**config.mk**
```make
export PLATFORM = sky130hd
export DESIGN_NAME = dbg_event_qualifier
export DESIGN_NICKNAME = d
export VERILOG_FILES = /design/src/rtl/dbgq_pkg.sv /design/src/rtl/dbgq_mode_filter.sv /design/src/rtl/dbgq_link_check.sv /design/src/rtl/dbgq_scan_fsm.sv /design/src/rtl/dbg_event_qualifier.sv
export SDC_FILE = /design/constraint.sdc
export NUM_CORES = 1
export LEC_CHECK = 0
export BUFFER_PORTS_ARGS = -buffer_cell sky130_fd_sc_hd__buf_2
export CAP_MARGIN = 10
export CORE_AREA = 2 2 297 299
export DETAILED_ROUTE_END_ITERATION = 10
export DIE_AREA = 0 0 299 301
export PLACE_DENSITY = 0.35
export SYNTH_ARGS = -nofsm -noshare
export SYNTH_HDL_FRONTEND = slang
export SYNTH_SLANG_ARGS = --single-unit
```
**constraint.sdc**
```tcl
create_clock -name clk -period 4.8 [get_ports clk]
set_clock_uncertainty 0.05 [all_clocks]
set_input_delay 0.96 -clock clk [delete_from_list [all_inputs] [get_ports clk]]
set_output_delay 0.96 -clock clk [all_outputs]
set_load 0.01 [all_outputs]
```
**src/rtl/dbgq_pkg.sv**
```systemverilog
package dbgq_pkg;
    localparam int CTL_W = 32;
    localparam int VAL_W = 64;
    localparam int CTX_W = 32;

    // bit positions inside a control word (decoded by several blocks)
    localparam int B_EN   = 0;
    localparam int B_PRIV = 1;   // 2 bits
    localparam int B_HIGH = 13;
    localparam int B_SEC  = 14;  // 2 bits
    localparam int B_LINK = 16;  // 4 bits
    localparam int B_TYPE = 20;  // 4 bits

    localparam logic [3:0] TYPE_ADDR   = 4'd0;
    localparam logic [3:0] TYPE_LINKED = 4'd1;
    localparam logic [3:0] TYPE_CTXID  = 4'd3;

    typedef enum logic [1:0] {
        ST_IDLE   = 2'd0,
        ST_SCAN   = 2'd1,
        ST_REPORT = 2'd2
    } scan_state_e;
endpackage

```
**src/rtl/dbgq_mode_filter.sv**
```systemverilog
module dbgq_mode_filter (
    input  logic [1:0] sec_field,
    input  logic [1:0] priv_field,
    input  logic       high_bit,
    input  logic [1:0] cur_el,
    input  logic       secure,
    input  logic       unpriv,
    input  logic       is_wp,
    output logic       mode_ok
);
    logic [1:0] eff_el;
    logic       sec_ok;
    logic       priv_ok;

    always_comb begin
        eff_el = (is_wp && unpriv) ? 2'd0 : cur_el;

        unique case (sec_field)
            2'd0:    sec_ok = 1'b1;
            2'd2:    sec_ok = secure;
            default: sec_ok = !secure;
        endcase

        if (eff_el >= 2'd2)
            priv_ok = high_bit;
        else if (eff_el == 2'd1)
            priv_ok = priv_field[0];
        else
            priv_ok = priv_field[1];

        mode_ok = sec_ok && priv_ok;
    end
endmodule

```
**src/rtl/dbgq_link_check.sv**
```systemverilog
module dbgq_link_check
    import dbgq_pkg::*;
#(
    parameter int NUM_BRK = 6,
    parameter int CTX_BRK = 2
) (
    input  logic [3:0]               link_num,
    input  logic [1:0]               cur_el,
    input  logic [CTX_W-1:0]         ctx_id,
    input  logic [NUM_BRK*CTL_W-1:0] brk_ctl,
    input  logic [NUM_BRK*VAL_W-1:0] brk_val,
    output logic                     link_ok
);
    localparam int FIRST_CTX = NUM_BRK - CTX_BRK;
    localparam int LAST_BRK  = NUM_BRK - 1;

    logic [CTL_W-1:0] ctl_a [NUM_BRK];
    logic [VAL_W-1:0] val_a [NUM_BRK];

    genvar g;
    generate
        for (g = 0; g < NUM_BRK; g++) begin : g_unpack
            assign ctl_a[g] = brk_ctl[g*CTL_W +: CTL_W];
            assign val_a[g] = brk_val[g*VAL_W +: VAL_W];
        end
    endgenerate

    logic [CTL_W-1:0] tgt_ctl;
    logic [VAL_W-1:0] tgt_val;
    logic             in_window;
    int               num_i;

    always_comb begin
        num_i   = int'(link_num);
        tgt_ctl = '0;
        tgt_val = '0;
        for (int j = 0; j < NUM_BRK; j++) begin
            if (num_i == j) begin
                tgt_ctl = ctl_a[j];
                tgt_val = val_a[j];
            end
        end
        in_window = (num_i >= FIRST_CTX) && (num_i <= LAST_BRK);
        link_ok   = in_window
                 && tgt_ctl[B_EN]
                 && (tgt_ctl[B_TYPE +: 4] == TYPE_CTXID)
                 && (cur_el < 2'd2)
                 && (tgt_val[CTX_W-1:0] == ctx_id);
    end

    logic unused_tgt;
    assign unused_tgt = ^{tgt_ctl[CTL_W-1:B_TYPE+4], tgt_ctl[B_TYPE-1:1],
                          tgt_val[VAL_W-1:CTX_W]};
endmodule

```
**src/rtl/dbgq_scan_fsm.sv**
```systemverilog
module dbgq_scan_fsm
    import dbgq_pkg::*;
#(
    parameter int NUM_BRK = 6,
    parameter int NUM_WPT = 4,
    parameter int IDX_W   = 3
) (
    input  logic             clk,
    input  logic             rst_n,
    input  logic             start,
    input  logic             scan_wp,
    input  logic             gate_ok,
    input  logic             cur_qual,
    output logic             busy,
    output logic             done,
    output logic             match,
    output logic [IDX_W-1:0] match_idx,
    output logic [IDX_W-1:0] scan_idx,
    output logic             scan_kind
);
    localparam logic [IDX_W-1:0] LAST_BRK = IDX_W'(NUM_BRK - 1);
    localparam logic [IDX_W-1:0] LAST_WPT = IDX_W'(NUM_WPT - 1);

    scan_state_e      state_q, state_d;
    logic [IDX_W-1:0] idx_q;
    logic             kind_q;
    logic             match_q;
    logic [IDX_W-1:0] midx_q;
    logic [IDX_W-1:0] last_idx;
    logic             at_last;

    assign last_idx = kind_q ? LAST_WPT : LAST_BRK;
    assign at_last  = (idx_q == last_idx);

    // next-state: launch / gated / hit-found / exhausted / advance / retire
    always_comb begin
        state_d = state_q;
        unique case (state_q)
            ST_IDLE:   if (start) state_d = gate_ok ? ST_SCAN : ST_REPORT;
            ST_SCAN:   if (cur_qual || at_last) state_d = ST_REPORT;
            ST_REPORT: state_d = ST_IDLE;
            default:   state_d = ST_IDLE;
        endcase
    end

    always_ff @(posedge clk or negedge rst_n) begin
        if (!rst_n) state_q <= ST_IDLE;
        else        state_q <= state_d;
    end

    always_ff @(posedge clk or negedge rst_n) begin
        if (!rst_n) begin
            idx_q   <= '0;
            kind_q  <= 1'b0;
            match_q <= 1'b0;
            midx_q  <= '0;
        end else begin
            unique case (state_q)
                ST_IDLE: begin
                    if (start) begin
                        idx_q   <= '0;
                        kind_q  <= scan_wp;
                        match_q <= 1'b0;
                        midx_q  <= '0;
                    end
                end
                ST_SCAN: begin
                    if (cur_qual) begin
                        match_q <= 1'b1;
                        midx_q  <= idx_q;
                    end else if (!at_last) begin
                        idx_q <= idx_q + 1'b1;
                    end
                end
                default: ;
            endcase
        end
    end

    always_comb begin
        busy      = (state_q != ST_IDLE);
        done      = (state_q == ST_REPORT);
        match     = match_q;
        match_idx = midx_q;
        scan_idx  = idx_q;
        scan_kind = kind_q;
    end

    AST_DONE_ONE_CYCLE: assert property (@(posedge clk) disable iff (!rst_n)
        done |=> !done);
    AST_IDX_IN_RANGE: assert property (@(posedge clk) disable iff (!rst_n)
        (state_q == ST_SCAN) |-> (idx_q <= last_idx));
    AST_HOLD_RESULT: assert property (@(posedge clk) disable iff (!rst_n)
        (state_q == ST_IDLE && !start) |=> ($stable(match_q) && $stable(midx_q)));
    AST_GATED_SHORT: assert property (@(posedge clk) disable iff (!rst_n)
        (state_q == ST_IDLE && start && !gate_ok) |=> (state_q == ST_REPORT && !match_q));
    AST_MATCH_IDX_BOUND: assert property (@(posedge clk) disable iff (!rst_n)
        (state_q == ST_REPORT && match_q) |-> (midx_q <= last_idx));
endmodule

```
**src/rtl/dbg_event_qualifier.sv**
```systemverilog
module dbg_event_qualifier
    import dbgq_pkg::*;
#(
    parameter int NUM_BRK = 6,
    parameter int NUM_WPT = 4,
    parameter int CTX_BRK = 2,
    localparam int MAX_N  = (NUM_BRK > NUM_WPT) ? NUM_BRK : NUM_WPT,
    localparam int IDX_W  = (MAX_N > 1) ? $clog2(MAX_N) : 1
) (
    input  logic                     clk,
    input  logic                     rst_n,
    input  logic                     start,
    input  logic                     scan_wp,
    input  logic                     mon_dbg_en,
    input  logic                     dbg_allowed,
    input  logic [1:0]               cur_el,
    input  logic                     secure,
    input  logic                     unpriv,
    input  logic [CTX_W-1:0]         ctx_id,
    input  logic [NUM_BRK-1:0]       brk_hit,
    input  logic [NUM_BRK*CTL_W-1:0] brk_ctl,
    input  logic [NUM_BRK*VAL_W-1:0] brk_val,
    input  logic [NUM_WPT-1:0]       wpt_hit,
    input  logic [NUM_WPT*CTL_W-1:0] wpt_ctl,
    output logic                     busy,
    output logic                     done,
    output logic                     match,
    output logic [IDX_W-1:0]         match_idx
);
    logic [CTL_W-1:0] brk_ctl_a [NUM_BRK];
    logic [CTL_W-1:0] wpt_ctl_a [NUM_WPT];

    genvar g;
    generate
        for (g = 0; g < NUM_BRK; g++) begin : g_brk
            assign brk_ctl_a[g] = brk_ctl[g*CTL_W +: CTL_W];
        end
        for (g = 0; g < NUM_WPT; g++) begin : g_wpt
            assign wpt_ctl_a[g] = wpt_ctl[g*CTL_W +: CTL_W];
        end
    endgenerate

    logic [IDX_W-1:0] scan_idx;
    logic             scan_kind;
    logic [CTL_W-1:0] sel_ctl;
    logic             sel_hit;

    always_comb begin
        sel_ctl = '0;
        sel_hit = 1'b0;
        if (scan_kind) begin
            for (int i = 0; i < NUM_WPT; i++) begin
                if (scan_idx == IDX_W'(i)) begin
                    sel_ctl = wpt_ctl_a[i];
                    sel_hit = wpt_hit[i];
                end
            end
        end else begin
            for (int i = 0; i < NUM_BRK; i++) begin
                if (scan_idx == IDX_W'(i)) begin
                    sel_ctl = brk_ctl_a[i];
                    sel_hit = brk_hit[i];
                end
            end
        end
    end

    logic [3:0] sel_type;
    logic       mode_ok;
    logic       link_ok;
    logic       link_gate;
    logic       cur_qual;
    logic       gate_ok;

    assign sel_type = sel_ctl[B_TYPE +: 4];
    assign gate_ok  = mon_dbg_en && dbg_allowed;

    dbgq_mode_filter i_mode (
        .sec_field  (sel_ctl[B_SEC +: 2]),
        .priv_field (sel_ctl[B_PRIV +: 2]),
        .high_bit   (sel_ctl[B_HIGH]),
        .cur_el     (cur_el),
        .secure     (secure),
        .unpriv     (unpriv),
        .is_wp      (scan_kind),
        .mode_ok    (mode_ok)
    );

    dbgq_link_check #(
        .NUM_BRK (NUM_BRK),
        .CTX_BRK (CTX_BRK)
    ) i_link (
        .link_num (sel_ctl[B_LINK +: 4]),
        .cur_el   (cur_el),
        .ctx_id   (ctx_id),
        .brk_ctl  (brk_ctl),
        .brk_val  (brk_val),
        .link_ok  (link_ok)
    );

    always_comb begin
        if (scan_kind)
            link_gate = sel_ctl[B_TYPE] ? link_ok : 1'b1;
        else if (sel_type == TYPE_ADDR)
            link_gate = 1'b1;
        else if (sel_type == TYPE_LINKED)
            link_gate = link_ok;
        else
            link_gate = 1'b0;
        cur_qual = sel_hit && sel_ctl[B_EN] && mode_ok && link_gate;
    end

    dbgq_scan_fsm #(
        .NUM_BRK (NUM_BRK),
        .NUM_WPT (NUM_WPT),
        .IDX_W   (IDX_W)
    ) i_fsm (
        .clk       (clk),
        .rst_n     (rst_n),
        .start     (start),
        .scan_wp   (scan_wp),
        .gate_ok   (gate_ok),
        .cur_qual  (cur_qual),
        .busy      (busy),
        .done      (done),
        .match     (match),
        .match_idx (match_idx),
        .scan_idx  (scan_idx),
        .scan_kind (scan_kind)
    );

    logic unused_ctl;
    assign unused_ctl = ^{sel_ctl[CTL_W-1:B_TYPE+4], sel_ctl[B_HIGH-1:B_PRIV+2]};

    AST_LINK_LOW_EL: assert property (@(posedge clk) disable iff (!rst_n)
        link_ok |-> (cur_el < 2'd2));
    AST_QUAL_NEEDS_HIT: assert property (@(posedge clk) disable iff (!rst_n)
        (busy && cur_qual) |-> (sel_hit && sel_ctl[B_EN]));
    AST_SEC_ONLY_SECURE: assert property (@(posedge clk) disable iff (!rst_n)
        (busy && mode_ok && sel_ctl[B_SEC +: 2] == 2'd2) |-> secure);
    AST_SEC_ONLY_NONSEC: assert property (@(posedge clk) disable iff (!rst_n)
        (busy && mode_ok && sel_ctl[B_SEC]) |-> !secure);
endmodule

```
# Word level (Yosys, flattened, before mapping)
# Index checks and enable logic that the tools add are counted.
dict set report totals {
  regBits 10
  in_bits 756
  out_inout_bits 6
  wordCells 113
}
dict set report classes {
  n_mux 56
  addsub 1
  n_eq_ne 23
  magnitude_cmp 4
  n_reduce_logical 24
}
# cell count
set op_table {}
lappend op_table {{two-way mux 24 bit} 17}
lappend op_table {{two-way mux 32 bit} 6}
lappend op_table {{equality test 32 bit} 1}
lappend op_table {{two-way mux 1 bit} 19}
lappend op_table {{two-way mux 3 bit} 5}
lappend op_table {{case mux 3 bit (2 select lines)} 2}
lappend op_table {{logical AND 1 bit} 11}
lappend op_table {{equality test 4 x 2 -> 1 bit, second input constant} 2}
lappend op_table {{equality test 4 x 3 -> 1 bit, second input constant} 2}
lappend op_table {{equality test 4 bit, second input constant} 2}
lappend op_table {{logical NOT 4 bit} 2}
lappend op_table {{two-way mux 2 bit} 4}
lappend op_table {{equality test 3 x 2 -> 1 bit, second input constant} 2}
lappend op_table {{equality test 3 bit, second input constant} 2}
lappend op_table {{!= test 2 bit, second input constant} 3}
lappend op_table {{equality test 2 x 1 -> 1 bit, second input constant} 2}
lappend op_table {{equality test 2 bit, second input constant} 2}
lappend op_table {{equality test 4 x 1 -> 1 bit, second input constant} 1}
lappend op_table {{greater-or-equal comparator 4 x 3 -> 1 bit, second input constant} 1}
lappend op_table {{less-or-equal comparator 4 x 3 -> 1 bit, second input constant} 1}
lappend op_table {{logical NOT 2 bit} 2}
lappend op_table {{!= test 2 x 1 -> 1 bit, second input constant} 2}
lappend op_table {{case mux 1 bit (2 select lines)} 2}
lappend op_table {{case mux 2 bit (2 select lines)} 1}
lappend op_table {{other kinds (12)} 14}

# Longest topological paths before layout
dict set report depth {
  ltp_word 26
  depth_mapped 22
  mapped_depth_nobuf 15
}

# Hierarchy
# A second synthesis with hierarchy kept.
dict set report hier_totals {
  hier_cells 465
  area_unflattened_um2 3878.7
}
# module area_per_inst_um2 cells_per_inst seq_area_each_um2 instances
set modules_own_cells {}
lappend modules_own_cells {dbgq_link_check 2185.8 276 0.0 1}
lappend modules_own_cells {dbg_event_qualifier 1053.5 121 0.0 1}
lappend modules_own_cells {dbgq_scan_fsm 580.6 59 250.2 1}
lappend modules_own_cells {dbgq_mode_filter 58.8 9 0.0 1}

# Worst setup path before layout
# Ideal clock, no wire load.
dict set report synth_timing {
  kind {flip-flop to flip-flop}
  start {register i_fsm.idx_q[0] (netlist: i_fsm.scan_idx[0])}
  end {register i_fsm.midx_q[2] (netlist: i_fsm.match_idx[2])}
  stages_incl_launch_ff 20
  arrival_ns 3.963
  t_required_ns 4.671
  n_path_buf 4
  setup_time_ns 0.079
  path_slack_ns 0.707
  synth_period_minus_slack_ns 4.093
  path_cell_list {dfrtp_1 -> ha_1 -> ha_1 -> buf_6 -> or2_1 -> buf_6 -> a221oi_4 -> o221a_2 -> buf_4 -> nor2_2 -> and3_1 -> o311ai_0 -> mux2_1 -> a211o_1 -> nor4_1 -> nand4_1 -> a31oi_1 -> and2_1 -> buf_4 -> mux2i_1}
}
dict set report synth_between {
  elab_chain_len 25
  word_cells_on_any_way 72
  classes_between {order compare: 2; eq/ne: 15; mux: 41; reduce/logical: 14}
}
# element line
set synth_rtl {}
lappend synth_rtl {{start, declared} dbgq_scan_fsm.sv:25} ;# logic [IDX_W-1:0] idx_q;
lappend synth_rtl {{start signal, assigned} dbgq_scan_fsm.sv:72} ;# idx_q <= idx_q + 1'b1;
lappend synth_rtl {{logical NOT 3 bit} {dbg_event_qualifier.sv:53, dbg_event_qualifier.sv:60}}
lappend synth_rtl {{two-way mux 24 bit (6 in a row)} dbg_event_qualifier.sv:60} ;# if (scan_idx == IDX_W'(i)) begin
lappend synth_rtl {{two-way mux 24 bit} dbg_event_qualifier.sv:51} ;# if (scan_kind) begin
lappend synth_rtl {{logical NOT 4 bit} dbgq_link_check.sv:38} ;# if (num_i == j) begin
lappend synth_rtl {{two-way mux 24 bit (6 in a row)} dbgq_link_check.sv:38}
lappend synth_rtl {{equality test 4 x 2 -> 1 bit or logical AND 1 bit (tied branches)} {dbgq_link_check.sv:46, dbgq_link_check.sv:45}}
lappend synth_rtl {{logical AND 1 bit} dbgq_link_check.sv:46} ;# && (tgt_ctl[B_TYPE +: 4] == TYPE_CTXID)
lappend synth_rtl {{logical AND 1 bit} dbgq_link_check.sv:47} ;# && (cur_el < 2'd2)
lappend synth_rtl {{logical AND 1 bit} dbgq_link_check.sv:48} ;# && (tgt_val[CTX_W-1:0] == ctx_id);
lappend synth_rtl {{two-way mux 1 bit} dbg_event_qualifier.sv:106} ;# else if (sel_type == TYPE_LINKED)
lappend synth_rtl {{two-way mux 1 bit} dbg_event_qualifier.sv:104} ;# else if (sel_type == TYPE_ADDR)
lappend synth_rtl {{two-way mux 1 bit} dbg_event_qualifier.sv:102} ;# if (scan_kind)
lappend synth_rtl {{logical AND 1 bit *} dbg_event_qualifier.sv:110} ;# cur_qual = sel_hit && sel_ctl[B_EN] && mode_ok && link_gate;
lappend synth_rtl {{!= test 2 x 1 -> 1 bit (no source line) *} -}
lappend synth_rtl {{AND reduction 3 bit (no source line) *} -}
lappend synth_rtl {{end signal, assigned} dbgq_scan_fsm.sv:70} ;# midx_q <= idx_q;
lappend synth_rtl {{end, declared} dbgq_scan_fsm.sv:28} ;# logic [IDX_W-1:0] midx_q;
# Mark *: on every way between the ends. The rest lies on a longest branch, timed or not.
# A chain may end at the register's enable or synchronous reset.

# Worst setup path in the final report
# Same ends and word-level chain as after synthesis.

==> qor.yml <==
detailed_routing:
  dr.pass1.iters: 5
  drtAntennaViolNets: 0
  routed_via_density: 3.547
  first_iter_violations: 460
  num_vias: 8772
  wirelength_um: 56070
  wire_per_inst_um: 22.67
  route.detailed.drc: 0
final_layout:
  drive_above_1_share: 0.5448
  final_area_um2: 10800
  syn2layout_area_growth_pct: 111.5
  nets: 2070
grt:
  grt_max_degree: 27
  grt_pass1_wl_um: 73890
  grt_overflow: 0
  grt_pass1_vias: 9007
  grt_most_used_layer: "met2"
  grt.total_usage: 0.1184
  met1_usage: 0.1525
  antenna_found_initial: 29
  grt_util_met3: 0.03182
  use_met2: 0.2022
clocking:
  cts-root-buf: "clkbuf_16"
  cts_tree: "yes"
  clk_pin_slew_ns: 0.04
  htree_num_levels: 1
  cts_buffers: 3
  clock_path_buffers: 2
  insertion_delay_ns: 0.24
  clock_sinks: 10
status:
  violations: "negative setup slack"
  outcome: "finished, violations left"
timing:
  tightestPinTransition_ns: 0.6361
  rsz0062_at_grt: "true"
  hold_ws_ns: 0.4315
  worst_slack_ns: -0.05890
  timing.fmax_mhz: 205.8
  setup_viol_count_final: 8
  final_hold_viol_count: 0
  maxSlewHeadroom: 0.5705
  final.period_utilization: 1.012
  period_needed_ns: 4.859
  slew_viol_final: 0
floorplan:
  initial_core_util: 0.05904
  die_h_um: 301
  die_w_um: 299
  core_um2: 86480
  rows: 108
  ioPinCount: 762
  dieArea_um2: 90000
hold_path:
  hp-class: "reg -> reg"
  min-delay-start: "i_fsm.match"
placement:
  hpwlAfterDp_um: 48900
  port_buffers: 377
  dpl_cell_area_um2: 9841
  gp_congestion: 0.8737
pwr:
  p_leak_nw: 4.594
  ir_worst_vdd_uv: 213.5
  power_density_nw_per_um2: 742.1
critical_path:
  crit_type: "reg -> reg"
  cp_top_family: "compound AO/OA/AOI/OAI gates"
  crit_path_max_incr_delay_ns: 0.48
  crit_required_ns: 4.90
  cp-start-kind: "register"
  cp_common_cell: "buf_6"
  crit_chain: "inv_2, ha_4, buf_6, and4b_1, a311o_2, buf_4, o22a_4, buf_6, a221oi_4, buf_4, a311oi_1, o21ai_2, o211ai_1, or4_4, nor4_4, nand4_1, buf_6, a31oi_4, buf_6, and2_4, mux2i_1"
  critPathArrivalTime_ns: 4.96
  critPathLaunch: "i_fsm.scan_idx[0]"
  endpoint_kind: "register"
  critPathMaxFanout: 15
  cp_slowest_cell: "or4_4"
  r2r_start: "i_fsm.scan_idx[0]"
  cp_num_buf_inv: 7
logic_synthesis:
  async_reset_ff_frac: 1.000
  synth-edff-count: 0
  yosys_warnings: 0
  syn_area_per_cell_um2: 6.701
  ys_seq_area_frac: 0.04901
  yosys_register_bits: 10
  synthTopCellsByArea: "nand2_1 7.3%, mux2i_1 7.3%, dfrtp_1 4.9%"
  synthesis.nets: 1523
  synthesis.area_um2: 5106
  synth.distinct_cells: 93
  ys.flop_type: "dfrtp_1"
  yosys.area.top_type: "nand2_1"
  yosysTopAreaCellShare: 0.07278
  syn_inst: 762
flow_run:
  cap_violations: 0
registers in the layout, summed over array words and instances (netlist names):
signal	cells
i_fsm.state_q	2
i_fsm.scan_kind	1
i_fsm.match_idx	3
i_fsm.match	1
i_fsm.scan_idx	3
worst paths after layout:
path | to | slack (ns) | cells past startpoint
worst min register to register | i_fsm.match | 0.43 | 1
worst max register to register | i_fsm.match_idx[2] | -0.06 | 21
max in group asynchronous | i_fsm.scan_idx[0] | 3.95 | 1
worst max-delay path | i_fsm.match_idx[2] | -0.06 | 21
min in group asynchronous | i_fsm.match_idx[1] | 0.53 | 1
worst min-delay path | i_fsm.match | 0.43 | 1
synthesized netlist by cell type, types with 7 or more instances:
cell,count
a31oi_1,15
inv_1,44
mux2_2,8
o21ai_0,38
a211oi_1,14
a221oi_1,17
a2111oi_0,8
buf_4,14
buf_6,11
dfrtp_1,10
nand3b_1,7
and2_1,8
nand3_1,24
o31ai_1,8
a22oi_1,12
nor4_1,9
a311oi_1,9
mux2i_1,37
a21oi_1,46
o22ai_1,24
nor3_1,33
nand4_1,16
nor2_1,55
clkbuf_1,13
nand2_1,99
buf_2,20
logic make-up (layout without fill, tap and decap cells):
| family | count (synthesis) | after routing | synth area share |
|---|---|---|---|
| AO/OA/AOI/OAI | 299 | 300 | 0.4460 |
| AND/OR/NAND/NOR | 293 | 293 | 0.2798 |
| buffers and inverters | 103 | 647 | 0.1071 |
| multiplexers | 48 | 48 | 0.09900 |
| flip-flops | 10 | 10 | 0.04901 |
| adder cells (fa/ha/maj) | 5 | 5 | 0.01225 |
| XOR/XNOR | 4 | 4 | 0.006862 |
| other | 0 | 11 | 0 |
final cells by class:
cell class | instances | area, µm²
antenna | 11 | 27.53
sequential | 10 | 251.5
multi-input combinational | 650 | 4828
inverter | 44 | 165.2
timing repair buffer | 600 | 4005
fill | 10240 | 75690
clock buffer | 3 | 75.07
tap | 1155 | 1445
power breakdown:
| part | internal, mW | total, mW | switching [mW] | leakage (nW) |
|---|---|---|---|---|
| registers | 0.104 | 0.128 | 0.0247 | 0.133 |
| logic | 3.42 | 7.74 | 4.31 | 4.42 |
| clock network | 0.108 | 0.148 | 0.0399 | 0.0370 |
layer usage:
| metal | vias up | routed length, µm |
|---|---|---|
| met5 | - | 123 |
| met4 | 20 | 775 |
| met3 | 74 | 4538 |
| met2 | 471 | 25940 |
| met1 | 4102 | 24700 |
| li1 | 4105 | - |
through the flow:
step	cells	utilization	setup WS [ns]	TNS (ns)	total power, mW
3_3_place_gp	2436	0.1138	-0.6961	-5.612	6.981
3_5_place_dp	2436	0.1138	-0.6721	-5.493	6.961
2_1_floorplan	762	-	0.7074	0	3.117
4_1_cts	2453	0.1203	-0.1130	-0.7216	7.761
6_report	2473	0.1249	-0.05890	-0.2801	8.013
5_1_grt	2465	0.1246	-0.2181	-1.605	8.516
repair_timing:
action | in CTS | in global routing
hold buffers | 0 | 0
pin swaps | 13 | 16
resized for setup | 73 | 53
buffers inserted | 14 | 9
setup endpoints to repair | 9 | 9
cloned | 1 | 1
cell usage in the layout, fill, tap and decap left out, types with 6 or more instances in the layout:
| cell type | count |
|---|---|
| o31ai_1 | 7 |
| o21ai_0 | 34 |
| and2_1 | 7 |
| a21oi_1 | 42 |
| nand3b_1 | 7 |
| and3_1 | 6 |
| nand2_1 | 94 |
| o21ai_2 | 6 |
| a211oi_1 | 10 |
| a211o_1 | 6 |
| nor2_1 | 50 |
| mux2i_1 | 34 |
| buf_6 | 21 |
| mux2_2 | 9 |
| buf_12 | 25 |
| buf_2 | 377 |
| buf_4 | 173 |
| o22ai_1 | 21 |
| a31oi_1 | 13 |
| dfrtp_1 | 9 |
| a221oi_1 | 15 |
| nor3_1 | 28 |
| nand2b_1 | 6 |
| inv_1 | 42 |
| nand4_1 | 16 |
| a22oi_1 | 11 |
| a311oi_1 | 7 |
| o21ai_1 | 6 |
| o211ai_1 | 6 |
| a21oi_2 | 6 |
| nand3_1 | 24 |
| diode_2 | 11 |
| o21a_1 | 6 |
Power figures use the tool's default switching activity.
